<file path="config.mk">
export PLATFORM = sky130hd
export DESIGN_NAME = pin_crossbar
export DESIGN_NICKNAME = d
export VERILOG_FILES = /design/src/rtl/pxb_pkg.sv /design/src/rtl/pxb_regs.sv /design/src/rtl/pxb_alloc.sv /design/src/rtl/pxb_pinmux.sv /design/src/rtl/pin_crossbar.sv
export SDC_FILE = /design/constraint.sdc
export NUM_CORES = 1
export LEC_CHECK = 0
export ABC_AREA = 1
export BUFFER_PORTS_ARGS = -buffer_cell sky130_fd_sc_hd__buf_2
export CORE_ASPECT_RATIO = 0.7
export CORE_UTILIZATION = 35
export DETAILED_ROUTE_END_ITERATION = 8
export PLACE_DENSITY = 0.77
export SLEW_MARGIN = 10
export SYNTH_ARGS = -nofsm -noshare
export SYNTH_HDL_FRONTEND = slang
export SYNTH_SLANG_ARGS = --single-unit
</file>
<file path="constraint.sdc">
create_clock -name clk -period 4.25 [get_ports clk]
set_input_delay 0.85 -clock clk [delete_from_list [all_inputs] [get_ports clk]]
set_output_delay 0.85 -clock clk [all_outputs]
set_load 0.02 [all_outputs]
</file>
<file path="src/rtl/pxb_pkg.sv">
package pxb_pkg;
  localparam int NRES = 7;
  localparam int NCAP = 2;
  localparam int RES_TWD  = 0;
  localparam int RES_TWC  = 1;
  localparam int RES_CAP0 = 2;
  localparam int RES_CMP  = 4;
  localparam int RES_IRQ  = 5;
  localparam int RES_CNV  = 6;
  localparam logic [7:0] CFG2_KEEP = 8'hC1;

  typedef enum logic [1:0] {K_OPEN_DRAIN, K_OUTPUT, K_INPUT} res_kind_e;

  function automatic res_kind_e kind_of(input int r);
    if (r == RES_TWD || r == RES_TWC) return K_OPEN_DRAIN;
    if (r == RES_IRQ || r == RES_CNV) return K_INPUT;
    return K_OUTPUT;
  endfunction
endpackage

</file>
<file path="src/rtl/pxb_regs.sv">
module pxb_regs
  import pxb_pkg::*;
(
  input  logic       clk,
  input  logic       rst_n,
  input  logic       wr_en,
  input  logic [1:0] addr,
  input  logic [7:0] wdata,
  output logic [7:0] rd_data,
  output logic [7:0] cfg0_q,
  output logic [7:0] cfg1_q,
  output logic [7:0] cfg2_q
);
  always_ff @(posedge clk or negedge rst_n) begin
    if (!rst_n) begin
      cfg0_q <= '0;
      cfg1_q <= '0;
      cfg2_q <= '0;
    end else if (wr_en) begin
      case (addr)
        2'd0: cfg0_q <= wdata;
        2'd1: cfg1_q <= wdata;
        2'd2: cfg2_q <= wdata & CFG2_KEEP;
        default: ;
      endcase
    end
  end

  always_comb begin
    case (addr)
      2'd0: rd_data = cfg0_q;
      2'd1: rd_data = cfg1_q;
      2'd2: rd_data = cfg2_q;
      default: rd_data = '0;
    endcase
  end

  AST_CFG0_WRITE: assert property (@(posedge clk) disable iff (!rst_n) (wr_en && addr == 2'd0) |=> (cfg0_q == $past(wdata)));
  AST_CFG2_MASKED: assert property (@(posedge clk) disable iff (!rst_n) (wr_en && addr == 2'd2) |=> (cfg2_q[5:1] == 5'd0 && cfg2_q[0] == $past(wdata[0])));
endmodule

</file>
<file path="src/rtl/pxb_alloc.sv">
module pxb_alloc
  import pxb_pkg::*;
#(
  parameter int NPIN = 24,
  parameter int PW   = $clog2(NPIN)
) (
  input  logic                     clk,
  input  logic                     rst_n,
  input  logic                     xbar_en,
  input  logic                     tw_en,
  input  logic [2:0]               cap_cnt,
  input  logic                     cmp_en,
  input  logic                     irq_en,
  input  logic                     cnv_en,
  output logic [NRES-1:0]          res_on,
  output logic [NRES-1:0][PW-1:0]  res_pin
);
  logic [NRES-1:0] want;

  always_comb begin
    want = '0;
    want[RES_TWD] = xbar_en & tw_en;
    want[RES_TWC] = xbar_en & tw_en;
    for (int c = 0; c < NCAP; c++)
      want[RES_CAP0 + c] = xbar_en && (int'(cap_cnt) > c);
    want[RES_CMP] = xbar_en & cmp_en;
    want[RES_IRQ] = xbar_en & irq_en;
    want[RES_CNV] = xbar_en & cnv_en;
  end

  // Prefix count: each enabled signal lands on the number of enabled signals ahead of it.
  always_comb begin
    int cnt;
    cnt     = 0;
    res_on  = '0;
    res_pin = '0;
    for (int r = 0; r < NRES; r++) begin
      if (want[r]) begin
        if (cnt < NPIN) begin
          res_on[r]  = 1'b1;
          res_pin[r] = PW'(cnt);
        end
        cnt++;
      end
    end
  end

  for (genvar r = 1; r < NRES; r++) begin : g_order
    AST_PACKED_ORDER: assert property (@(posedge clk) disable iff (!rst_n) (res_on[r] && res_on[r-1]) |-> (res_pin[r] == res_pin[r-1] + PW'(1)));
  end
endmodule

</file>
<file path="src/rtl/pxb_pinmux.sv">
module pxb_pinmux
  import pxb_pkg::*;
#(
  parameter int NPIN = 24,
  parameter int PW   = $clog2(NPIN)
) (
  input  logic                     clk,
  input  logic                     rst_n,
  input  logic [NRES-1:0]          res_on,
  input  logic [NRES-1:0][PW-1:0]  res_pin,
  input  logic [NRES-1:0]          res_drive,
  input  logic                     pu_off,
  input  logic [NPIN-1:0]          latch_i,
  input  logic [NPIN-1:0]          pp_mode_i,
  input  logic [NPIN-1:0]          pin_in_i,
  output logic [NPIN-1:0]          pin_out_o,
  output logic [NPIN-1:0]          pin_oe_o,
  output logic [NPIN-1:0]          pin_pu_o,
  output logic [NRES-1:0]          res_sense
);
  for (genvar g = 0; g < NPIN; g++) begin : g_pin
    logic [NRES-1:0] hit;

    always_comb begin
      for (int r = 0; r < NRES; r++)
        hit[r] = res_on[r] && (res_pin[r] == PW'(g));
    end

    always_comb begin
      pin_out_o[g] = latch_i[g];
      pin_oe_o[g]  = pp_mode_i[g] | ~latch_i[g];
      for (int r = 0; r < NRES; r++) begin
        if (hit[r]) begin
          case (kind_of(r))
            K_OPEN_DRAIN: begin
              pin_out_o[g] = res_drive[r];
              pin_oe_o[g]  = ~res_drive[r];
            end
            K_OUTPUT: begin
              pin_out_o[g] = res_drive[r];
              pin_oe_o[g]  = pp_mode_i[g] | ~res_drive[r];
            end
            default: begin
              pin_out_o[g] = 1'b0;
              pin_oe_o[g]  = 1'b0;
            end
          endcase
        end
      end
    end

    assign pin_pu_o[g] = ~pu_off & ~pp_mode_i[g];

    AST_ONE_OWNER: assert property (@(posedge clk) disable iff (!rst_n) $onehot0(hit));
    AST_INPUT_UNDRIVEN: assert property (@(posedge clk) disable iff (!rst_n) (hit[RES_IRQ] || hit[RES_CNV]) |-> !pin_oe_o[g]);
  end

  for (genvar r = 0; r < NRES; r++) begin : g_sense
    assign res_sense[r] = res_on[r] ? pin_in_i[res_pin[r]] : 1'b1;
  end
endmodule

</file>
<file path="src/rtl/pin_crossbar.sv">
module pin_crossbar
  import pxb_pkg::*;
#(
  parameter int NPORT = 3,
  parameter int NPIN  = NPORT * 8,
  parameter int PW    = $clog2(NPIN)
) (
  input  logic             clk,
  input  logic             rst_n,
  input  logic             wr_en,
  input  logic [1:0]       addr,
  input  logic [7:0]       wdata,
  output logic [7:0]       rd_data,
  input  logic [NPIN-1:0]  latch_i,
  input  logic [NPIN-1:0]  pp_mode_i,
  input  logic [NPIN-1:0]  pin_in_i,
  output logic [NPIN-1:0]  pin_out_o,
  output logic [NPIN-1:0]  pin_oe_o,
  output logic [NPIN-1:0]  pin_pu_o,
  input  logic             tw_data_drive,
  input  logic             tw_clk_drive,
  input  logic [NCAP-1:0]  cap_drive,
  input  logic             cmp_drive,
  output logic             tw_data_sense,
  output logic             tw_clk_sense,
  output logic             irq0_sense,
  output logic             conv_sense
);
  logic [7:0] cfg0_q, cfg1_q, cfg2_q;
  logic [NRES-1:0]         res_on;
  logic [NRES-1:0][PW-1:0] res_pin;
  logic [NRES-1:0]         res_drive;
  logic [NRES-1:0]         res_sense;
  logic                    unused_bits;

  pxb_regs u_regs (
    .clk(clk), .rst_n(rst_n), .wr_en(wr_en), .addr(addr), .wdata(wdata),
    .rd_data(rd_data), .cfg0_q(cfg0_q), .cfg1_q(cfg1_q), .cfg2_q(cfg2_q)
  );

  pxb_alloc #(.NPIN(NPIN), .PW(PW)) u_alloc (
    .clk(clk), .rst_n(rst_n),
    .xbar_en(cfg2_q[6]), .tw_en(cfg0_q[0]), .cap_cnt(cfg0_q[5:3]),
    .cmp_en(cfg0_q[7]), .irq_en(cfg1_q[2]), .cnv_en(cfg2_q[0]),
    .res_on(res_on), .res_pin(res_pin)
  );

  always_comb begin
    res_drive = '0;
    res_drive[RES_TWD] = tw_data_drive;
    res_drive[RES_TWC] = tw_clk_drive;
    for (int c = 0; c < NCAP; c++)
      res_drive[RES_CAP0 + c] = cap_drive[c];
    res_drive[RES_CMP] = cmp_drive;
  end

  pxb_pinmux #(.NPIN(NPIN), .PW(PW)) u_mux (
    .clk(clk), .rst_n(rst_n), .res_on(res_on), .res_pin(res_pin),
    .res_drive(res_drive), .pu_off(cfg2_q[7]),
    .latch_i(latch_i), .pp_mode_i(pp_mode_i), .pin_in_i(pin_in_i),
    .pin_out_o(pin_out_o), .pin_oe_o(pin_oe_o), .pin_pu_o(pin_pu_o),
    .res_sense(res_sense)
  );

  assign tw_data_sense = res_sense[RES_TWD];
  assign tw_clk_sense  = res_sense[RES_TWC];
  assign irq0_sense    = res_sense[RES_IRQ];
  assign conv_sense    = res_sense[RES_CNV];

  assign unused_bits = ^{cfg0_q[6], cfg0_q[2:1], cfg1_q[7:3], cfg1_q[1:0],
                         cfg2_q[5:1], res_sense[RES_CMP:RES_CAP0]};

  AST_OFF_FOLLOWS_LATCH: assert property (@(posedge clk) disable iff (!rst_n) !cfg2_q[6] |-> (pin_out_o == latch_i && irq0_sense && conv_sense));
  AST_PULLUP_DISABLED: assert property (@(posedge clk) disable iff (!rst_n) cfg2_q[7] |-> (pin_pu_o == '0));
endmodule

</file>
==> impl_results.md, run 1 <==
- Result of the run: completed
- Largest voltage drop on the vdd net: 0.122 mV
- Min cycle time layout: 4.13 ns
- Vertical die dimension: 70.6 um
- Areal power density over the cells: 250 mW/mm^2
- Peak per-stage delay on the critical path: 0.39 ns
- TritonCTS clock tree: built
- Setup TNS: 0 ns
- Dpl cells: 676
- Crit path capture type: primary output
- Top-level I/O count: 174
- Post-Syn Area per Cell: 5.46 um^2
- Total length of routed wires: 8600 um
- Headroom to the max-slew limit: 42.2%
- Cell variety after synth: 35
- Layout Cell Area excl Fill: 0.00353 mm^2
- Clock input transition at the sequential cells of the worst setup and hold paths: 0.07 ns
- Critical Path Fanout Max: 4
- Final standard cell count with taps included and fillers excluded: 695
- Synthesis-to-layout area growth: 50.2%
- Final HPWL from detailed placement: 6890 um
- Placer Congestion: 0.913
- Worst Tran Pin Value: 0.867 ns
- Initial antenna violation count: 0
- Core box area: 0.00637 mm^2
- Filler cell count: 674
- Post-DR vias/cell: 4.70
- Class of the tightest hold or removal check: reg -> reg
- Number of cells on the worst reg-to-reg path: 2
- Remaining antenna violation count: 0
- Post-Synthesis Net Count: 527
- Launch instance of the worst min-delay path: u_regs.cfg1_q[7]
- Number of sinks on the clock net: 19
- Number of synthesis warnings: 0
- Total die area: 0.00705 mm^2
- Max stage delay cell, worst path: dfrtp_1
- DR WL/cell: 12.4 um
- Number of instances on the worst hold path: 2
- Post-synthesis register bit count: 19
- Initial Util: 36.9%
- Power Internal: 0.475 mW
- Setup-failing EPs final: 0
- Number of CTS-inserted buffers: 3
- Count of TritonRoute iterations in the first routing pass: 5
- Static Leakage: 2.13 nW
- Reg2Reg Setup Slack: 3.06 ns
- Launching element type of the critical path: flop
- Hold Violations, Final: 0
- Cts-stage hold buffer count: 0
- Total DRC errors in the routed layout: 0
- Max Clock Skew: 0 ns
- Part of the Yosys area used for sequential elements: 20.2%
- Final layout net count: 702
- Portion of total power attributed to the clock network: 13.8%
- Via count of the routed design: 3,269
- Worst-case setup slack after placement: 0.0386 ns
- Critical path data arrival time: 3.28 ns
- Cells after synthesis: 430
- ANT cells: 0
- Share of power burned in registers: 27.4%
- Hold endpoint: u_regs.cfg1_q[7]
- Highest Clock Rate: 0.242 GHz
- Reg-to-reg critical path startpoint: u_regs.cfg2_q[7]
- DR iter-0 viols: 238
- Global-route wire length before repair: 13,500 um
- Switching portion of total power: 46.1%
- Vias in the first global route: 2,962
- Required time of the critical path: 3.40 ns
- Horizontal die dimension: 99.9 um
- Number of max-cap violations: 0
- Clk buf depth: 2
- Terminus of the critical flop-to-flop path: u_regs.cfg2_q[7]
- Final period util: 97.3%
- Overall global routing resource usage: 23.6%
- Share of total power in combinational logic: 58.8%
- CTS H-tree lvls: 1
- Worst-case setup margin in the final layout: 0.116 ns
- Number of core rows: 24
- Max-slew violation count: 0
- Critical path class: reg -> out
- Post-Place Cell Area: 0.00326 mm^2
- Power consumption: 0.882 mW
- Crit-path cells: nor2_2 > a21oi_2 > ha_1 > inv_2 > nand3_2 > nand2_2 > ha_4 > or2_4 > nand2_4 > inv_1 > ha_1 > nor2_1 > nor2_2 > a21boi_4 > nand2_4 > o21ai_4 > nor2b_1 > buf_4
- Overflow left after global routing: 0
- Clock Root Buffer: clkbuf_8
- Maximum number of pins on one net before global-route repair: 27
- Number of I/O port buffers: 165
- Cell Area, Synth: 0.00235 mm^2
- Proportion of layout cells with a drive suffix above 1: 39.2%
- Insertion delay of the later-clocked pin in the worst-skew pair: 0.25 ns
- Net switching component of the power: 0.407 mW
[through the flow]
stage / hold WS [ns] / utilization [%]
floorplan: 0.453 / -
global route: 0.504 / 55.4
detailed placement: 0.474 / 51.2
CTS: 0.491 / 54.1
global placement: 0.467 / 51.2
finish: 0.489 / 55.4
[kinds of logic (layout without fill, tap and decap cells)]
kind of cell | count (synthesis) | in the layout | share of synthesized area [%]
adders and majority gates | 7 | 7 | 3.73
muxes | 1 | 1 | 0.426
AOI/OAI and AO/OA | 61 | 61 | 15.4
and+or+nand+nor | 260 | 260 | 46.5
DFF | 19 | 19 | 20.2
buffers and inverters | 82 | 256 | 13.7
[cell type report]
| class | count | area, um^2 | share of cell area [%] |
|---|---|---|---|
| inverters | 67 | 254 | 7.20 |
| repair buffers | 185 | 986 | 27.9 |
| clock inverters | 1 | 5.00 | 0.142 |
| well taps | 91 | 114 | 3.23 |
| clock buffers | 3 | 41.3 | 1.17 |
| flip-flops and latches | 19 | 475 | 13.5 |
| multi-input cells | 329 | 1650 | 46.9 |
[sequential cells by signal, indices dropped and copies added, names as in the netlist]
signal and count:
u_regs.cfg1_q 8, u_regs.cfg0_q 8, u_regs.cfg2_q 3
[worst max path at each step]
| stage | from | endpoint | depth (start not counted) |
|---|---|---|---|
| after global routing | u_regs.cfg0_q[4] | pin_out_o[6] | 18 |
| after detailed placement | u_regs.cfg2_q[6] | pin_out_o[2] | 18 |
| after floorplan | u_regs.cfg0_q[4] | pin_oe_o[0] | 19 |
| final | u_regs.cfg0_q[4] | pin_out_o[6] | 18 |
| after CTS | u_regs.cfg0_q[5] | pin_out_o[7] | 19 |
| after global placement | u_regs.cfg0_q[4] | pin_out_o[2] | 18 |
[cells in the mapped netlist]
library cell  number  area share [%]
o21ai_0           33             7.0
a22o_1             1            0.37
o21bai_1           1            0.32
nand2_4            1            0.48
a21boi_2           1            0.48
inv_4              1            0.27
nand3_1           28             6.0
nand3_2            2            0.85
o211ai_1           3            0.96
a21oi_1            8             1.7
nor3_1             1            0.21
nand2_2            9             2.4
clkinv_1           1            0.16
mux2i_1            1            0.43
nand2_1          131              21
nor2b_1            3            0.80
buf_6              1            0.48
clkbuf_1          13             2.1
dfrtp_1           19              20
ha_1               7             3.7
a21oi_2            5             1.9
nand4_1            2            0.53
inv_1             61             9.7
nor3_2             1            0.43
or2_2              2            0.53
nor2_4             1            0.48
inv_2              4            0.64
o21ai_1            4            0.85
o21ai_2            3             1.1
o211a_1            1            0.43
o22ai_1            1            0.27
nor2_1            76              12
nor2_2             2            0.53
and3_1             1            0.27
buf_4              1            0.32
[placed cells by master, fill, tap and decap left out, types with 2 or more instances in the layout]
cell / instances
nand4_1: 2
nor2b_1: 3
inv_2: 6
nand2_2: 12
o21ai_1: 4
nand3_2: 3
o21ai_4: 2
clkbuf_8: 3
buf_4: 24
nor2_2: 4
nand2_1: 124
inv_1: 60
nor2_4: 2
nor2_1: 73
nand3_1: 27
nor3_2: 2
ha_1: 6
o211ai_1: 3
a21oi_1: 7
nand2_4: 5
a21oi_2: 6
dfrtp_1: 19
o21ai_0: 33
buf_2: 161
[worst max-delay path: cells and delay by family, from the launching register on]
family | cells | cell delay, ns
DFF | 1 | 0.39
and+or+nand+nor | 9 | 1.02
adders and majority gates | 3 | 0.78
AOI/OAI and AO/OA | 3 | 0.57
buffers and inverters | 3 | 0.26
[power by group through the flow]
stage               logic [mW]  registers (mW)  clock network [mW]
floorplan                0.300           0.228                   0
global placement         0.442           0.245                   0
detailed placement       0.452           0.245                   0
CTS                      0.492           0.241               0.125
global route             0.565           0.246               0.134
finish                   0.519           0.241               0.122
[repair_timing]
item,CTS,global route
endpoints found under the setup margin,33,33
pin swaps,7,8
endpoints found under the hold margin,0,0
buffers inserted,11,4
gates resized for setup,14,15
[metal layers]
metal	track usage, %	vias to the layer above	part of all wire (%)
met3	3.66	10	7.9
met4	3.76	0	0.87
li1	-	1678	-
met1	32.6	1435	45
met2	39.6	146	47
met5	0	-	0
Power figures use the tool's default switching activity.
==> run 2: changes to the inputs <==
--- a/config.mk
+++ b/config.mk
@@ -5,12 +5,12 @@
 export SDC_FILE = /design/constraint.sdc
 export NUM_CORES = 1
 export LEC_CHECK = 0
-export ABC_AREA = 1
 export BUFFER_PORTS_ARGS = -buffer_cell sky130_fd_sc_hd__buf_2
 export CORE_ASPECT_RATIO = 0.7
 export CORE_UTILIZATION = 35
+export CTS_CLUSTER_SIZE = 8
 export DETAILED_ROUTE_END_ITERATION = 8
-export PLACE_DENSITY = 0.77
+export PLACE_DENSITY = 0.78
 export SLEW_MARGIN = 10
 export SYNTH_ARGS = -nofsm -noshare
 export SYNTH_HDL_FRONTEND = slang
==> run 2 against run 1 <==
Against the previous run: the flow now finishes with violations (setup timing); fmax decreased by 10%; sequential share of layout area decreased by 0.90 points; critical path depth increased by 2; sequential power increased by 7%; non-clock buffer count increased by 8; core utilization increased by 5.1 points; count of clock-buffer cells in the layout increased by 1; clock power about the same; clock skew unchanged; hold slack improved by 0.019 ns; critical path type unchanged.
==> impl_results.md, run 2 <==
- Overflow left after global routing: 0 (unchanged)
- Class of the tightest hold or removal check: reg -> reg (unchanged)
- Share of synthesized flip-flops with an asynchronous set or reset: 100% (unchanged)
- Cell type contributing the most total cell area after synthesis: dfrtp_1 (was nand2_1)
- Overall global routing resource usage: 24.6% (was 23.6%)
- Number of max-cap violations: 0 (unchanged)
- Portion of total power attributed to the clock network: 10.1% (was 13.8%)
- Hold endpoint: u_regs.cfg1_q[0] (was u_regs.cfg1_q[7])
- Initial Util: 36.6% (was 36.9%)
- Setup-failing EPs final: 31 (was 0)
- Violations in the final reports: setup timing
- Global-route wire length before repair: 13,600 um (was 13,500 um)
- Net switching component of the power: 0.538 mW (was 0.407 mW)
- Regs by FF count: u_regs.cfg0_q (8), u_regs.cfg1_q (8), u_regs.cfg2_q (3) (unchanged)
- Most numerous cell types in the synthesized netlist: nor2_1 (56), mux2i_1 (33), nand2_1 (22) (was nand2_1 (131), nor2_1 (76), inv_1 (61))
- Remaining antenna violation count: 0 (unchanged)
- Fraction of synthesized cell area taken by the top area cell type: 20.7% (was 20.9%)
- Final period util: 108% (was 97.3%)
- Clk buf depth: 2 (unchanged)
- Post-route core utilization: 60.6% (was 55.4%)
- Top cells by area, synth: dfrtp_1 (21%), mux2i_1 (14%), nor2_1 (9.2%) (was nand2_1 (21%), dfrtp_1 (20%), nor2_1 (12%))
- Vias in the first global route: 2,878 (was 2,962)
- Count of TritonRoute iterations in the first routing pass: 4 (was 5)
- Reg2Reg Setup Slack: 2.92 ns (was 3.06 ns)
- Initial antenna violation count: 0 (unchanged)
- ANT cells: 0 (unchanged)
- Total die area: 0.00690 mm^2 (was 0.00705 mm^2)
- Total DRC errors in the routed layout: 0 (unchanged)
- Max-slew violation count: 0 (unchanged)
- Post-synthesis register bit count: 19 (unchanged)
- Placer Congestion: 0.842 (was 0.913)
- Max Clock Skew: 0 ns (unchanged)
- Result of the run: complete, but fails checks (was completed)
- Min cycle time layout: 4.60 ns (was 4.13 ns)
- Core box area: 0.00628 mm^2 (was 0.00637 mm^2)
- Number of cells on the worst reg-to-reg path: 1 (was 2)
- Top-level I/O count: 174 (unchanged)
- Most numerous cell in the Yosys netlist: nor2_1 (was nand2_1)
- Total length of routed wires: 8620 um (was 8600 um)
- Headroom to the max-slew limit: 35.5% (was 42.2%)
- Commonest cells after routing, fill and taps aside: buf_2 (145), nor2_1 (47), mux2i_1 (33), buf_4 (30), nand2_1 (21) (was buf_2 (161), nand2_1 (124), nor2_1 (73), inv_1 (60), o21ai_0 (33))
- Number of instances on the worst hold path: 1 (was 2)
- Final layout net count: 569 (was 702)
- Worst Tran Pin Value: 0.967 ns (was 0.867 ns)
- Switching portion of total power: 45.3% (was 46.1%)
- Post-DR vias/cell: 5.27 (was 4.70)
- Required time of the critical path: 3.40 ns (about the same)
- Critical Path Fanout Max: 4 (unchanged)
- RSZ-0062 raised after global routing: yes
- Number of synthesis warnings: 0 (unchanged)
- Launch instance of the worst min-delay path: u_regs.cfg1_q[0] (was u_regs.cfg1_q[7])
- Cell variety after synth: 50 (was 35)
- Number of CTS-inserted buffers: 3 (unchanged)
- Worst-case setup margin in the final layout: -0.352 ns (was 0.116 ns)
- Terminus of the critical flop-to-flop path: u_regs.cfg2_q[7] (unchanged)
- Launching element type of the critical path: flop (unchanged)
- Setup TNS: -6.30 ns (was 0 ns)
- Highest Clock Rate: 0.217 GHz (was 0.242 GHz)
- Power Internal: 0.648 mW (was 0.475 mW)
- Post-Synthesis Net Count: 390 (was 527)
- Static Leakage: 1.92 nW (was 2.13 nW)
- Hold_ws: 0.508 ns (was 0.489 ns)
- Number of sinks on the clock net: 19 (unchanged)
- DR WL/cell: 15.7 um (was 12.4 um)
- Main synth FF type: dfrtp_1 (unchanged)
- Synthesis-to-layout area growth: 65.5% (was 50.2%)
- Number of core rows: 24 (unchanged)
- Crit path capture type: primary output (unchanged)
- Clock input transition at the sequential cells of the worst setup and hold paths: 0.06 ns (was 0.07 ns)
- Share of power burned in registers: 21.8% (was 27.4%)
- Cells after synthesis: 293 (was 430)
- Largest voltage drop on the vdd net: 0.224 mV (was 0.122 mV)
- Cts-stage hold buffer count: 0 (unchanged)
- DR iter-0 viols: 98 (was 238)
- Insertion delay of the later-clocked pin in the worst-skew pair: 0.25 ns (about the same)
- Number of I/O port buffers: 165 (unchanged)
- Share of total power in combinational logic: 68.1% (was 58.8%)
- Part of the Yosys area used for sequential elements: 20.7% (was 20.2%)
- Maximum number of pins on one net before global-route repair: 27 (unchanged)
- Horizontal die dimension: 98.8 um (was 99.9 um)
- Areal power density over the cells: 312 mW/mm^2 (was 250 mW/mm^2)
- Final HPWL from detailed placement: 6940 um (was 6890 um)
- Hold Violations, Final: 0 (unchanged)
- TritonCTS clock tree: built (unchanged)
- Proportion of layout cells with a drive suffix above 1: 59.4% (was 39.2%)
- Critical path data arrival time: 3.75 ns (was 3.28 ns)
- Cell Area, Synth: 0.00230 mm^2 (was 0.00235 mm^2)
- Commonest non-fill, non-tap cell in the layout: buf_2 (unchanged)
- Number of enable flip-flop cells after synthesis: 0 (unchanged)
- CTS H-tree lvls: 1 (unchanged)
- Reg-to-reg critical path startpoint: u_regs.cfg2_q[7] (unchanged)
- Critical path class: reg -> out (unchanged)
- Post-Syn Area per Cell: 7.84 um^2 (was 5.46 um^2)
- Clock Root Buffer: clkbuf_8 (unchanged)
- Vertical die dimension: 69.8 um (was 70.6 um)
- Via count of the routed design: 2,893 (was 3,269)
-- run 2: cell count changes in the layout (fill, tap and decap cells not counted), sizes merged, moves of 7 or more --
cell / delta
mux2i: +32
buf: +8
mux2: +18
inv: -56
nor2b: +7
o21ai: -30
nand2: -118
nor2: -22
nand3: -20
nand2b: +8
-- run 2: how the worst max path moves through the flow --
stage               cells past startpoint      endpoint  slack [ns]        startpoint
floorplan                              17   pin_oe_o[1]       -0.29  u_regs.cfg0_q[5]
global placement                       19    conv_sense       -0.09  u_regs.cfg0_q[5]
detailed placement                     19    conv_sense       -0.16  u_regs.cfg0_q[5]
CTS                                    19   pin_oe_o[1]       -0.36  u_regs.cfg0_q[4]
global route                           20  pin_out_o[2]       -0.49  u_regs.cfg0_q[4]
finish                                 20  pin_out_o[2]       -0.35  u_regs.cfg0_q[4]
-- run 2: cell type report --
class,instances,area [um^2]
well taps,78,97.6
fillers,546,2470
clock buffers,4,45.0
inverters,11,41.3
flip-flops and latches,19,478
repair buffers,193,1150
multi-input cells,244,1990
-- run 2: critical path, stage by stage, from the launching register on --
cell and delay (ns):
dfrtp_2 0.41, or2_4 0.25, o21a_1 0.21, ha_4 0.23, o21ai_4 0.06, nand3_2 0.10
inv_2 0.10, ha_4 0.20, and3_4 0.18, a41oi_4 0.18, inv_2 0.07, ha_4 0.27
inv_2 0.02, a21o_1 0.18, a21oi_4 0.18, buf_4 0.15, nand2_4 0.07, o32ai_4 0.30
buf_4 0.16, nor2_2 0.03, buf_4 0.16
-- run 2: power by group through the flow --
| stage | Combinational, mW | Sequential (mW) | Clock [mW] |
|---|---|---|---|
| after floorplan | 0.474 | 0.242 | 0 |
| after global placement | 0.688 | 0.257 | 0 |
| after detailed placement | 0.703 | 0.260 | 0 |
| after CTS | 0.781 | 0.257 | 0.124 |
| after global routing | 0.863 | 0.263 | 0.133 |
| final | 0.808 | 0.258 | 0.120 |
-- run 2: kinds of logic (layout without fill, tap and decap cells) --
logic type	after synthesis	in the layout	share of synthesized area, %
buffers and inverters	30	208	5.06
multiplexers	51	51	23.2
adder cells (fa/ha/maj)	7	7	3.81
AO/OA/AOI/OAI	53	53	18.4
XOR/XNOR	2	2	0.763
flip-flops	19	19	20.7
AND/OR/NAND/NOR	131	131	28.1
-- run 2: through the flow --
step	cell area [um^2]	setup WS [ns]	cells	power, mW
after CTS	3750	-0.362	547	1.16
after global routing	3800	-0.486	549	1.26
after floorplan	2470	-0.286	293	0.715
after detailed placement	3460	-0.161	535	0.963
final	3800	-0.352	549	1.19
after global placement	3460	-0.0852	535	0.944
-- run 2: timing repair --
item,4_1_cts,5_1_grt
resized for setup,54,11
pin swaps,17,8
endpoints found under the setup margin,33,33
gates cloned,0,0
buffers inserted,9,2
-- run 2: layer usage --
layer,up-vias,wire length (um),track usage [%]
li1,1397,-,-
met1,1351,3690,30.9
met2,135,4260,45.2
met3,10,573,3.83
met4,0,97,3.65
met5,-,0,0
==> run 3: changes to the inputs <==
--- a/config.mk
+++ b/config.mk
@@ -10,7 +10,7 @@
 export CORE_UTILIZATION = 35
 export CTS_CLUSTER_SIZE = 8
 export DETAILED_ROUTE_END_ITERATION = 8
-export PLACE_DENSITY = 0.78
+export PLACE_DENSITY = 0.83
 export SLEW_MARGIN = 10
 export SYNTH_ARGS = -nofsm -noshare
 export SYNTH_HDL_FRONTEND = slang
==> run 3 against run 2 <==
Against the previous run: the flow still finishes with violations (setup timing); via count fell by 0.10%; first-iteration DRC count rose by 47%; die area did not move; total power fell by 0.90%; global-route usage fell by 1.0 points; final cell count did not move; combinational power fell by 2%; clock power rose by 7%; highest routed layer unchanged.
==> impl_results.md, run 3 (synthesis gave the netlist of run 2 again) <==
- Result of the run: complete, but fails checks (unchanged)
- Violations in the final reports: setup timing (unchanged)
- Max Clock Skew: 0 ns (unchanged)
- Total length of routed wires: 8270 um (was 8620 um)
- Count of TritonRoute iterations in the first routing pass: 4 (unchanged)
- RSZ-0062 raised after global routing: yes (unchanged)
- Total DRC errors in the routed layout: 0 (unchanged)
- Via count of the routed design: 2,890 (was 2,893)
- Commonest cells after routing, fill and taps aside: buf_2 (148), nor2_1 (45), mux2i_1 (33), buf_4 (32), nand2_1 (20) (was buf_2 (145), nor2_1 (47), mux2i_1 (33), buf_4 (30), nand2_1 (21))
- Crit path capture type: primary output (unchanged)
- Core box area: 0.00628 mm^2 (unchanged)
- Max stage delay cell, worst path: dfrtp_2 (unchanged)
- Launching element type of the critical path: flop (unchanged)
- Remaining antenna violation count: 0 (unchanged)
- Synthesis-to-layout area growth: 65.2% (was 65.5%)
- Clock input transition at the sequential cells of the worst setup and hold paths: 0.08 ns (was 0.06 ns)
- Critical Path Fanout Max: 4 (unchanged)
- Global-route layer with the greatest usage: met2 (unchanged)
- Share of total power in combinational logic: 67.2% (was 68.1%)
- Final HPWL from detailed placement: 6530 um (was 6940 um)
- Headroom to the max-slew limit: 41.7% (was 35.5%)
- Peak per-stage delay on the critical path: 0.40 ns (was 0.41 ns)
- GR met3 Demand/Resource: 2.72% (was 3.83%)
- Hold Violations, Final: 0 (unchanged)
- Filler cell count: 543 (was 546)
- Proportion of layout cells with a drive suffix above 1: 60.1% (was 59.4%)
- ANT cells: 0 (unchanged)
- Fraction of met2 tracks used by global routing: 42.5% (was 45.2%)
- Portion of total power attributed to the clock network: 10.9% (was 10.1%)
- Initial Util: 36.6% (unchanged)
- Worst-case setup slack after placement: -0.150 ns (was -0.161 ns)
- Final period util: 108% (about the same)
- Critical path data arrival time: 3.73 ns (was 3.75 ns)
- Required time of the critical path: 3.40 ns (about the same)
- Net switching component of the power: 0.543 mW (was 0.538 mW)
- Hold_ws: 0.508 ns (about the same)
- Global-route wire length before repair: 13,200 um (was 13,600 um)
- DR iter-0 viols: 144 (was 98)
- Critical path class: reg -> out (unchanged)
- Worst-case setup margin in the final layout: -0.327 ns (was -0.352 ns)
- Worst Tran Pin Value: 0.875 ns (was 0.967 ns)
- Placer Congestion: 0.834 (was 0.842)
- Insertion delay of the later-clocked pin in the worst-skew pair: 0.26 ns (was 0.25 ns)
- TritonCTS clock tree: built (unchanged)
- Vias in the first global route: 2,842 (was 2,878)
- Combined buffer and inverter count along the critical path: 5 (was 6)
- Initial antenna violation count: 0 (unchanged)
- Power Internal: 0.632 mW (was 0.648 mW)
- Min cycle time layout: 4.58 ns (was 4.60 ns)
- Number of sinks on the clock net: 19 (unchanged)
- Post-DR vias/cell: 5.26 (was 5.27)
- Number of max-cap violations: 0 (unchanged)
- Number of CTS-inserted buffers: 3 (unchanged)
- Number of core rows: 24 (unchanged)
- Cell class contributing the biggest share of worst-path delay: compound AO/OA/AOI/OAI gates (unchanged)
- Max-slew violation count: 0 (unchanged)
- Number of I/O port buffers: 165 (unchanged)
- Share of power burned in registers: 21.9% (was 21.8%)
- Crit-path cells: or2_4 > o21a_1 > ha_4 > o21ai_4 > nand3_2 > inv_2 > ha_4 > and3_4 > a41oi_4 > inv_2 > ha_4 > inv_2 > a21o_1 > a21oi_4 > buf_6 > nor2_4 > a32o_2 > a311oi_4 > buf_6 (was or2_4 > o21a_1 > ha_4 > o21ai_4 > nand3_2 > inv_2 > ha_4 > and3_4 > a41oi_4 > inv_2 > ha_4 > inv_2 > a21o_1 > a21oi_4 > buf_4 > nand2_4 > o32ai_4 > buf_4 > nor2_2 > buf_4)
- Areal power density over the cells: 310 mW/mm^2 (was 312 mW/mm^2)
- Switching portion of total power: 46.2% (was 45.3%)
- Vertical die dimension: 69.8 um (unchanged)
- Setup-failing EPs final: 33 (was 31)
- Regs by FF count: u_regs.cfg0_q (8), u_regs.cfg1_q (8), u_regs.cfg2_q (3) (unchanged)
- Fraction of met1 tracks used by global routing: 30.8% (was 30.9%)
- Post-route core utilization: 60.5% (was 60.6%)
- Clock Root Buffer: clkbuf_8 (unchanged)
- Maximum number of pins on one net before global-route repair: 27 (unchanged)
- Clk buf depth: 2 (unchanged)
- Highest Clock Rate: 0.218 GHz (was 0.217 GHz)
- Commonest non-fill, non-tap cell in the layout: buf_2 (unchanged)
- Static Leakage: 1.92 nW (about the same)
- Horizontal die dimension: 98.8 um (unchanged)
- DR WL/cell: 15.1 um (was 15.7 um)
- Class of the tightest hold or removal check: in -> async (was reg -> reg)
- Overall global routing resource usage: 23.6% (was 24.6%)
- CTS H-tree lvls: 1 (unchanged)
- Total die area: 0.00690 mm^2 (unchanged)
- Overflow left after global routing: 0 (unchanged)
- Final layout net count: 569 (unchanged)
- Top-level I/O count: 174 (unchanged)
- Largest voltage drop on the vdd net: 0.203 mV (was 0.224 mV)
-- run 3: cell types whose count changed in the layout (fill, tap and decap cells not counted), sizes merged --
cell    delta
clkinv     +1
clkbuf     -1
-- run 3: worst paths after layout --
kind                             startpoint                to  slack [ns]  depth (start not counted)
max                        u_regs.cfg0_q[5]       pin_oe_o[1]       -0.33                         19
min                                   rst_n  u_regs.cfg1_q[7]        0.51                          1
max reg2reg                u_regs.cfg2_q[7]  u_regs.cfg2_q[7]        2.99                          1
min reg2reg                u_regs.cfg1_q[5]  u_regs.cfg1_q[5]        0.51                          1
max in group asynchronous             rst_n  u_regs.cfg0_q[5]        3.43                          1
min in group clk           u_regs.cfg1_q[5]  u_regs.cfg1_q[5]        0.51                          1
-- run 3: layout make-up --
type / instances / area (um^2) / share of cell area (%)
inverter: 11 / 41.3 / 1.09
timing repair buffer: 193 / 1130 / 29.7
clock inverter: 1 / 5.00 / 0.132
sequential: 19 / 478 / 12.6
multi-input combinational: 244 / 2000 / 52.8
clock buffer: 3 / 41.3 / 1.09
tap: 78 / 97.6 / 2.57
-- run 3: per-layer routing --
layer	share of wire (%)	up-vias
li1	-	1390
met1	43	1367
met2	50	124
met3	6.5	9
met4	0.87	0
met5	0	-
-- run 3: power groups by stage --
stage	logic (mW)	clock network (mW)	registers, mW
2_1_floorplan	0.474	0	0.242
3_3_place_gp	0.689	0	0.256
3_5_place_dp	0.707	0	0.260
5_1_grt	0.846	0.138	0.262
4_1_cts	0.775	0.129	0.257
6_report	0.790	0.128	0.257
-- run 3: stage by stage --
step / total power, mW / std cells / area, um^2 / setup TNS [ns]
6_report: 1.18 / 549 / 3790 / -5.75
5_1_grt: 1.25 / 549 / 3790 / -9.15
4_1_cts: 1.16 / 550 / 3730 / -5.90
3_5_place_dp: 0.967 / 540 / 3500 / -0.602
3_3_place_gp: 0.945 / 540 / 3500 / -0.247
2_1_floorplan: 0.715 / 293 / 2470 / -5.85
-- run 3: repair_timing --
action / CTS / global route
hold endpoints to repair: 0 / 0
hold buffers: 0 / 0
resized for setup: 45 / 18
pin swaps: 14 / 9
setup buffers: 6 / 3
endpoints found under the setup margin: 33 / 33
